===== src/rtl/busdp_pkg.sv =====
package busdp_pkg;
  localparam int CTL_W     = 16;
  localparam int DATA_W    = 8;
  localparam int ADDR_W    = 4;

  // control word bit positions
  localparam int C_ACC_DRV = 0;
  localparam int C_ACC_LD  = 1;
  localparam int C_OPB_DRV = 2;
  localparam int C_OPB_LD  = 3;
  localparam int C_IR_DRV  = 4;
  localparam int C_IR_LD   = 5;
  localparam int C_ADR_LD  = 6;
  localparam int C_MEM_DRV = 7;
  localparam int C_MEM_WR  = 8;
  localparam int C_ALU_DRV = 9;
  localparam int C_ALU_SUB = 10;
  localparam int C_PC_DRV  = 11;
  localparam int C_PC_LD   = 12;
  localparam int C_PC_STEP = 13;
  localparam int C_DSP_LD  = 14;
  localparam int C_STOP    = 15;

  // bus source slots
  localparam int S_ACC  = 0;
  localparam int S_OPB  = 1;
  localparam int S_IR   = 2;
  localparam int S_MEM  = 3;
  localparam int S_ALU  = 4;
  localparam int S_PC   = 5;
  localparam int N_SRC  = 6;

  function automatic logic [DATA_W-1:0] alu_calc(input logic [DATA_W-1:0] a,
                                                 input logic [DATA_W-1:0] b,
                                                 input logic              sub);
    return sub ? (a - b) : (a + b);
  endfunction

  function automatic logic [DATA_W-1:0] nib_ext(input logic [ADDR_W-1:0] v);
    return {{(DATA_W-ADDR_W){1'b0}}, v};
  endfunction
endpackage


===== src/rtl/dp_reg.sv =====
module dp_reg #(
  parameter int W = 8
) (
  input  logic         clk,
  input  logic         rst_n,
  input  logic         en,
  input  logic [W-1:0] d,
  output logic [W-1:0] q
);
  always_ff @(posedge clk or negedge rst_n) begin
    if (!rst_n)  q <= '0;
    else if (en) q <= d;
  end
endmodule


===== src/rtl/dp_pc.sv =====
module dp_pc #(
  parameter int W = 4
) (
  input  logic         clk,
  input  logic         rst_n,
  input  logic         hold,
  input  logic         load,
  input  logic         step,
  input  logic [W-1:0] d,
  output logic [W-1:0] q
);
  logic [W-1:0] q_next;
  logic         at_top;

  assign at_top = (q == {W{1'b1}});

  always_comb begin
    q_next = q;
    if (load)      q_next = d;
    else if (step) q_next = q + 1'b1;
  end

  always_ff @(posedge clk or negedge rst_n) begin
    if (!rst_n)     q <= '0;
    else if (!hold) q <= q_next;
  end


  pc_wrap_chk: assert property (@(posedge clk) disable iff (!rst_n)
    (step && !load && !hold && at_top) |=> (q == '0));

  pc_load_wins_chk: assert property (@(posedge clk) disable iff (!rst_n)
    (load && !hold) |=> (q == $past(d)));

  pc_hold_chk: assert property (@(posedge clk) disable iff (!rst_n)
    hold |=> $stable(q));
endmodule


===== src/rtl/dp_ram.sv =====
module dp_ram #(
  parameter int AW = 4,
  parameter int DW = 8
) (
  input  logic          clk,
  input  logic          we,
  input  logic [AW-1:0] addr,
  input  logic [DW-1:0] wdata,
  output logic [DW-1:0] rdata,
  input  logic          init_we,
  input  logic [AW-1:0] init_addr,
  input  logic [DW-1:0] init_data
);
  localparam int DEPTH = 1 << AW;
  logic [DW-1:0] mem [DEPTH];

  assign rdata = mem[addr];

  always_ff @(posedge clk) begin
    if (we)      mem[addr]      <= wdata;
    if (init_we) mem[init_addr] <= init_data;
  end
endmodule


===== src/rtl/dp_bus.sv =====
module dp_bus #(
  parameter int N  = 6,
  parameter int DW = 8
) (
  input  logic [N-1:0]         sel,
  input  logic [N-1:0][DW-1:0] src,
  output logic [DW-1:0]        bus
);
  logic [N-1:0][DW-1:0] gated;
  genvar gi;
  generate
    for (gi = 0; gi < N; gi++) begin : g_gate
      assign gated[gi] = sel[gi] ? src[gi] : '0;
    end
  endgenerate

  always_comb begin
    bus = '0;
    for (int i = 0; i < N; i++) bus = bus | gated[i];
  end
endmodule


===== src/rtl/busdp_core.sv =====
module busdp_core
  import busdp_pkg::*;
(
  input  logic              clk,
  input  logic              rst_n,
  input  logic [CTL_W-1:0]  ctl_i,
  input  logic              prog_we,
  input  logic [ADDR_W-1:0] prog_addr,
  input  logic [DATA_W-1:0] prog_data,
  output logic [DATA_W-1:0] ir_o,
  output logic [DATA_W-1:0] disp_o,
  output logic              halted_o
);
  logic [DATA_W-1:0] acc_q, opb_q, ir_q, dsp_q, mem_rd, alu_y, bus;
  logic [ADDR_W-1:0] adr_q, pc_q;
  logic              halted_q;
  logic              freeze, upd;
  logic [N_SRC-1:0]             drv;
  logic [N_SRC-1:0][DATA_W-1:0] srcs;

  // visible events for the checks
  logic ev_acc_ld, ev_opb_ld, ev_ir_ld, ev_adr_ld, ev_dsp_ld, ev_mem_wr;

  assign freeze    = halted_q | ctl_i[C_STOP];
  assign upd       = ~freeze;
  assign ev_acc_ld = upd & ctl_i[C_ACC_LD];
  assign ev_opb_ld = upd & ctl_i[C_OPB_LD];
  assign ev_ir_ld  = upd & ctl_i[C_IR_LD];
  assign ev_adr_ld = upd & ctl_i[C_ADR_LD];
  assign ev_dsp_ld = upd & ctl_i[C_DSP_LD];
  assign ev_mem_wr = upd & ctl_i[C_MEM_WR];

  assign drv[S_ACC] = ctl_i[C_ACC_DRV];
  assign drv[S_OPB] = ctl_i[C_OPB_DRV];
  assign drv[S_IR]  = ctl_i[C_IR_DRV];
  assign drv[S_MEM] = ctl_i[C_MEM_DRV];
  assign drv[S_ALU] = ctl_i[C_ALU_DRV];
  assign drv[S_PC]  = ctl_i[C_PC_DRV];

  assign alu_y      = alu_calc(acc_q, opb_q, ctl_i[C_ALU_SUB]);

  assign srcs[S_ACC] = acc_q;
  assign srcs[S_OPB] = opb_q;
  assign srcs[S_IR]  = nib_ext(ir_q[ADDR_W-1:0]);
  assign srcs[S_MEM] = mem_rd;
  assign srcs[S_ALU] = alu_y;
  assign srcs[S_PC]  = nib_ext(pc_q);

  dp_bus #(.N(N_SRC), .DW(DATA_W)) u_bus (.sel(drv), .src(srcs), .bus(bus));

  dp_reg #(.W(DATA_W)) u_acc (.clk(clk), .rst_n(rst_n), .en(ev_acc_ld), .d(bus), .q(acc_q));
  dp_reg #(.W(DATA_W)) u_opb (.clk(clk), .rst_n(rst_n), .en(ev_opb_ld), .d(bus), .q(opb_q));
  dp_reg #(.W(DATA_W)) u_ir  (.clk(clk), .rst_n(rst_n), .en(ev_ir_ld),  .d(bus), .q(ir_q));
  dp_reg #(.W(DATA_W)) u_dsp (.clk(clk), .rst_n(rst_n), .en(ev_dsp_ld), .d(bus), .q(dsp_q));
  dp_reg #(.W(ADDR_W)) u_adr (.clk(clk), .rst_n(rst_n), .en(ev_adr_ld),
                              .d(bus[ADDR_W-1:0]), .q(adr_q));

  dp_pc #(.W(ADDR_W)) u_pc (
    .clk(clk), .rst_n(rst_n), .hold(freeze),
    .load(ctl_i[C_PC_LD]), .step(ctl_i[C_PC_STEP]),
    .d(bus[ADDR_W-1:0]), .q(pc_q)
  );

  dp_ram #(.AW(ADDR_W), .DW(DATA_W)) u_ram (
    .clk(clk), .we(ev_mem_wr), .addr(adr_q), .wdata(bus), .rdata(mem_rd),
    .init_we(prog_we), .init_addr(prog_addr), .init_data(prog_data)
  );

  always_ff @(posedge clk or negedge rst_n) begin
    if (!rst_n)              halted_q <= 1'b0;
    else if (ctl_i[C_STOP])  halted_q <= 1'b1;
  end

  assign ir_o     = ir_q;
  assign disp_o   = dsp_q;
  assign halted_o = halted_q;


  drive_excl_chk: assert property (@(posedge clk) disable iff (!rst_n)
    $onehot0(drv));

  idle_bus_chk: assert property (@(posedge clk) disable iff (!rst_n)
    (ev_dsp_ld && drv == '0) |=> (disp_o == '0));

  ir_nibble_chk: assert property (@(posedge clk) disable iff (!rst_n)
    (ev_dsp_ld && drv[S_IR]) |=> (disp_o[DATA_W-1:ADDR_W] == '0));

  halt_sticky_chk: assert property (@(posedge clk) disable iff (!rst_n)
    halted_o |=> halted_o);

  halt_freeze_chk: assert property (@(posedge clk) disable iff (!rst_n)
    (ctl_i[C_STOP] || halted_o) |=> ($stable(disp_o) && $stable(ir_o) && halted_o));
endmodule


===== config.mk =====
export PLATFORM = sky130hd
export DESIGN_NAME = busdp_core
export DESIGN_NICKNAME = d
export VERILOG_FILES = /design/src/rtl/busdp_pkg.sv /design/src/rtl/dp_reg.sv /design/src/rtl/dp_pc.sv /design/src/rtl/dp_ram.sv /design/src/rtl/dp_bus.sv /design/src/rtl/busdp_core.sv
export SDC_FILE = /design/constraint.sdc
export NUM_CORES = 1
export LEC_CHECK = 0
export BUFFER_PORTS_ARGS = -buffer_cell sky130_fd_sc_hd__buf_2
export CORE_UTILIZATION = 40
export DETAILED_ROUTE_END_ITERATION = 7
export GPL_TIMING_DRIVEN = 0
export PLACE_DENSITY = 0.53
export SLEW_MARGIN = 10
export SYNTH_ARGS = -nofsm -noshare
export SYNTH_HDL_FRONTEND = slang
export SYNTH_SLANG_ARGS = --single-unit

===== constraint.sdc =====
create_clock -name clk -period 3.7 [get_ports clk]
set_input_delay 0.555 -clock clk [delete_from_list [all_inputs] [get_ports clk]]
set_output_delay 0.555 -clock clk [all_outputs]
set_load 0.005 [all_outputs]

==> qor.txt, run 1 <==
#FFs+latches synth: 169
Detailed Routing Iterations Pass 1: 5
initial antenna violation count: 0
Power Density: 570.1 nW/um^2
minimum clock period: 3.323 ns
crit end category: register
most frequent cells in the layout: nor2_1 (153), a21oi_1 (144), edfxtp_1 (128)
Worst-Skew Late Latency: 0.44 ns
ys async rst share: 24.26%
post-synthesis sequential area ratio: 56.45%
Main synth FF type: edfxtp_1
# Max-Cap Violations: 0
die area: 22160 sq um
Port-buffer cells: 34
Slew @ Worst Pin: 0.9455 ns
Leak: 3.497 nW
root buffer cell: clkbuf_16
Yosys top cell area share: 44.55%
peak supply drop: 0.3550 mV
first-pass GRT wire length: 40590 microns
Clk pin slew, worst setup/hold paths: 0.07 ns
setup TNS: 0 ns
HP Class: in2async
leading area contributor after synthesis: edfxtp_1
Placer Congestion: 0.8576
Max Fclk: 301.0 MHz
starting density of the core: 40.91%
Worst Path Required: 3.87 ns
commonest non-fill, non-tap cell in the layout: nor2_1
layout cell share with drive strength beyond 1: 14.76%
Synth cell types: 48
Final Net Count: 895
Layout Skew: 0.008171 ns
total wire length: 26990 microns
grt total ovfl: 0
Slew HR: 36.55%
utilization after layout: 46.12%
Synth area leaders: edfxtp_1 (45%), dfrtp_1 (12%), a21oi_1 (8.4%)
maximum number of pins on one net before global-route repair: 42
CTS Sinks: 169
unrepaired setup endpoints after global routing: false
Post-CTS Hold Fix Bufs: 0
GR Util All Layers: 25.67%
Hold Violations, Final: 0
Post-synth EDFFs: 128
Tcrit/Tclk final: 89.80%
peak fanout along the critical path: 10
antenna viol nets, final: 0
row count: 53
Vias/cell: 5.806
number of post-CTS setup repair buffers: 0
Worst R2R Setup Slack: 0.38 ns
TritonCTS clock tree: yes
Avg Cell Area, Syn: 10.77 sq um
Data arrival, critical path: 3.49 ns
outcome: finished clean
Ys Warns: 0
placed cells: 1110
Initial DRC Count: 688
CP startpoint kind: register
fill count: 2026
Die W: 148.9 microns
final std cells w/o fill: 1142
DP Wirelength: 18710 microns
syn_nets: 842
total number of vias: 6631
CTS resizes: 0
vias in the first global route: 6480
Vert. Die Dim: 148.9 microns
CTS H-tree lvls: 4
Final Max Tran Viols: 0
ant diodes: 0
Ports: 48
drt wl/cell: 23.63 microns
Clock Tree Buf Depth: 2
core area: 21090 sq um
Cells after Synth: 801
CP Class: reg2reg
area grow syn2layout: 12.73%
CTS buffer count: 17
Mapped Area: 8627 sq um
Setup-failing EPs final: 0
# DRC: 0
[final timing paths]
check / from / end / depth (start not counted)
min in group clk: ctl_i[14] / u_dsp.q[7] / 2
min: rst_n / u_dsp.q[0] / 1
max: u_opb.q[0] / u_ram.mem[15][6] / 12
max reg2reg: u_opb.q[0] / u_ram.mem[15][6] / 12
min reg2reg: u_dsp.q[0] / u_dsp.q[0] / 2
max in group asynchronous: rst_n / u_opb.q[0] / 1
[routing by layer]
layer | GRT usage (%) | share of wire [%] | routed length [microns] | vias to the layer above
li1 | - | - | - | 3017
met1 | 34.82 | 43 | 11510 | 3275
met2 | 40.58 | 47 | 12680 | 296
met3 | 5.076 | 7.4 | 1988 | 43
met4 | 10.05 | 3.0 | 807 | 0
met5 | 0 | 0 | 0 | -
[Yosys cell counts (all sizes together), types with 3 or more instances]
master  number
mux4        32
nand3        5
dfrtp       41
edfxtp     128
a21oi      144
a31oi        7
o21ai       56
nand2       61
ha           9
nor2b        5
inv          8
nor3b        3
xnor2        8
clkbuf      51
a22oi        9
buf         25
nor2       153
nor3         3
mux2i       16
nand2b       4
o22a         3
[area by class of cell]
| type | instances | area (sq um) | area share, % |
|---|---|---|---|
| flip-flops and latches | 169 | 4870 | 50.07 |
| multi-input cells | 548 | 3388 | 34.84 |
| clock buffers | 21 | 503.0 | 5.172 |
| well taps | 275 | 344.1 | 3.538 |
| plain buffers | 76 | 339.1 | 3.486 |
| repair buffers | 34 | 170.2 | 1.750 |
| clock inverters | 11 | 81.33 | 0.8362 |
| inverters | 8 | 30.03 | 0.3088 |
[worst max-delay path, stage by stage (launching register included)]
cell	delay, ns
dfrtp_1	0.47
inv_1	0.11
ha_1	0.25
nor2_1	0.12
xnor2_1	0.14
ha_1	0.30
nor2b_1	0.16
o31ai_1	0.35
a21boi_0	0.17
or3_1	0.33
a31oi_1	0.20
buf_2	0.33
a21oi_1	0.11
[through the flow]
| stage | power, mW | setup slack (ns) | hold WS [ns] | instance area, sq um |
|---|---|---|---|---|
| final | 5.544 | 0.3774 | 0.2570 | 9726 |
| after global placement | 3.755 | 0.2299 | 0.4621 | 9141 |
| after global routing | 5.764 | 0.1068 | 0.3212 | 9726 |
| after CTS | 5.533 | 0.4145 | 0.2753 | 9726 |
| after floorplan | 3.298 | 0.9591 | 0.2594 | 8627 |
| after detailed placement | 3.787 | 0.2011 | 0.4766 | 9141 |
[power breakdown]
part | leakage (nW) | internal (mW) | total (mW) | switching, mW
sequential | 1.66 | 2.28 | 2.35 | 0.0687
clock | 0.291 | 0.983 | 1.77 | 0.787
combinational | 1.54 | 0.526 | 1.43 | 0.901
[registers in the layout (all words and copies together), names as in the netlist]
name,cells
u_dsp.q,8
u_opb.q,8
u_pc.q,4
u_adr.q,4
u_acc.q,8
halted_o,1
u_ir.q,8
u_ram.mem,128
[logic make-up (layout without fill, tap and decap cells)]
logic type	Yosys count	count (layout)	synth area share (%)
mux	49	49	10.34
compound gates	237	237	15.10
buf+inv	84	150	4.278
fa+ha+maj	10	10	1.537
simple gates	243	243	11.39
flops	169	169	56.45
xor+xnor	9	9	0.9138
Note: power is estimated with default switching activity, not from simulation.
==> run 2: changes to the inputs <==
ABC_AREA = 1   (was unset)
==> run 2 against run 1 <==
  * Synthesized cell count rose by 53%
  * Clock power down 3%
  * Final cell count is 42% higher
  * Fmax shrank 2.1%
  * Largest cell class unchanged
  * Clock-buffer cell count decreased by 1
  * Sequential power down 3%
  * Sequential share of layout area is 4.2 points lower
  * Largest power group unchanged
==> qor.txt, run 2 <==
Mapped Area: 9410 sq um
Tcrit/Tclk final: 91.72%
crit path launch: halted_o
HP Class: in2async
Post-synth top cells: nand2_1 (652), edfxtp_1 (128), inv_1 (90)
maximum number of pins on one net before global-route repair: 42
ys async rst share: 24.26%
utilization after layout: 46.51%
layout cell share with drive strength beyond 1: 9.593%
Die W: 155.4 microns
Port-buffer cells: 42
Avg Cell Area, Syn: 7.669 sq um
Max Fclk: 294.7 MHz
outcome: finished clean
Hold Violations, Final: 0
total wire length: 31370 microns
Cells after Synth: 1227
Clock Tree Buf Depth: 2
grt total ovfl: 0
antenna viol nets, final: 0
Main synth FF type: edfxtp_1
Ys Warns: 0
# Max-Cap Violations: 0
die area: 24140 sq um
Final Max Tran Viols: 0
clock power share: 31.4%
CTS resizes: 0
Net Sw Frac: 34.09%
DP Wirelength: 22290 microns
peak fanout along the critical path: 10
Initial DRC Count: 770
CTS buffer count: 17
root buffer cell: clkbuf_16
Gate power share: 26.6%
row count: 55
Post-synth EDFFs: 128
Yosys top cell area share: 40.85%
Slew @ Worst Pin: 1.259 ns
TritonCTS clock tree: yes
Vias/cell: 5.167
fill count: 2403
Slew HR: 15.35%
CP startpoint kind: register
core area: 22850 sq um
drt wl/cell: 19.41 microns
CP Class: reg2reg
ant diodes: 0
Worst Path Required: 3.75 ns
Largest Register: u_ram.mem
starting density of the core: 41.19%
Synth cell types: 32
Vert. Die Dim: 155.4 microns
# DRC: 0
initial antenna violation count: 0
reg2reg start: halted_o
Worst-Skew Late Latency: 0.44 ns
Post-CTS Hold Fix Bufs: 0
total number of vias: 8350
#FFs+latches synth: 169
area grow syn2layout: 12.91%
Largest register FFs: 128
Setup-failing EPs final: 0
syn_nets: 1268
most frequent cell after synthesis: nand2_1
GR Util All Layers: 27.11%
commonest non-fill, non-tap cell in the layout: nand2_1
post-synthesis sequential area ratio: 51.75%
number of post-CTS setup repair buffers: 0
crit end category: register
most frequent cells in the layout: nand2_1 (652), edfxtp_1 (128), inv_1 (90)
Ports: 48
Pint: 3.582 mW
Final Net Count: 1331
Clk pin slew, worst setup/hold paths: 0.06 ns
leading area contributor after synthesis: edfxtp_1
peak supply drop: 0.2909 mV
minimum clock period: 3.394 ns
CTS Sinks: 169
Synth area leaders: edfxtp_1 (41%), nand2_1 (26%), dfrtp_1 (11%)
unrepaired setup endpoints after global routing: false
Leak: 5.089 nW
Power Density: 511.5 nW/um^2
Data arrival, critical path: 3.44 ns
Detailed Routing Iterations Pass 1: 8
Placer Congestion: 0.8715
first-pass GRT wire length: 47060 microns
Layout Skew: 0.009526 ns
Hold Slack: 0.2577 ns
Seq pwr share: 42.0%
vias in the first global route: 7803
CTS H-tree lvls: 4
P_sw: 1.853 mW
run 2: cell types whose count changed in the layout (fill, tap and decap cells not counted), sizes merged, moves of 33 or more:
cell   change
a21oi    -133
nand3     +33
nand2    +593
nor2     -114
o21ai     +44
inv       +82
run 2: metal layers:
layer	share of wire (%)	track usage (%)	up-vias
met2	46	42.81	313
met4	2.3	8.263	0
met3	7.4	5.682	56
met5	0	0	-
li1	-	-	4050
met1	45	37.32	3931
run 2: per-stage QoR:
step	power, mW	setup WS [ns]	instances	cell area (sq um)	TNS (ns)
6_report	5.435	0.3064	1616	10630	0
2_1_floorplan	3.230	1.189	1227	9410	0
3_3_place_gp	3.719	-0.02816	1582	10010	-0.3991
3_5_place_dp	3.749	0.04237	1584	10080	0
5_1_grt	5.683	0.1942	1616	10630	0
4_1_cts	5.428	0.3487	1616	10620	0
run 2: layout make-up:
cell class | instances | area (sq um) | area share, %
Inverter | 93 | 351.6 | 3.309
Tap cell | 313 | 391.6 | 3.686
Buffer | 65 | 349.1 | 3.285
Clock buffer | 20 | 436.7 | 4.110
Clock inverter | 12 | 101.3 | 0.9538
Timing Repair Buffer | 44 | 225.2 | 2.120
Multi-Input combinational cell | 900 | 3900 | 36.71
Sequential cell | 169 | 4870 | 45.83
run 2: critical path: stages (launching register included):
cell and delay [ns]:
dfrtp_1 0.38, nor2_1 0.51, nand2_1 0.50, clkbuf_1 0.48, o31ai_1 1.12
run 2: power groups by stage:
stage / logic (mW) / registers (mW) / clock network, mW
global route: 1.60 / 2.29 / 1.79
global placement: 1.40 / 2.32 / 0
finish: 1.44 / 2.28 / 1.71
detailed placement: 1.43 / 2.32 / 0
floorplan: 0.919 / 2.31 / 0
CTS: 1.43 / 2.28 / 1.71
run 2: path summary, 6_finish.rpt:
| path | endpoint | slack, ns | cells past startpoint |
|---|---|---|---|
| worst max-delay path | u_ram.mem[12][4] | 0.31 | 4 |
| worst min-delay path | u_acc.q[5] | 0.26 | 1 |
| worst max register to register | u_ram.mem[12][4] | 0.31 | 4 |
| worst min register to register | u_pc.q[3] | 0.48 | 2 |
| max in group asynchronous | u_acc.q[0] | 2.83 | 1 |
| min in group clk | u_pc.q[3] | 0.48 | 2 |
run 2: logic make-up (layout without fill, tap and decap cells):
family                     after synthesis  in the layout  synth area share (%)
xor gates and xnor gates                 5              5                0.4653
adders and majority gates               10             10                 1.409
and+or+nand+nor                        745            745                 30.69
buffers and inverters                  158            234                 7.446
DFF                                    169            169                 51.75
AOI/OAI and AO/OA                      140            140                 8.244
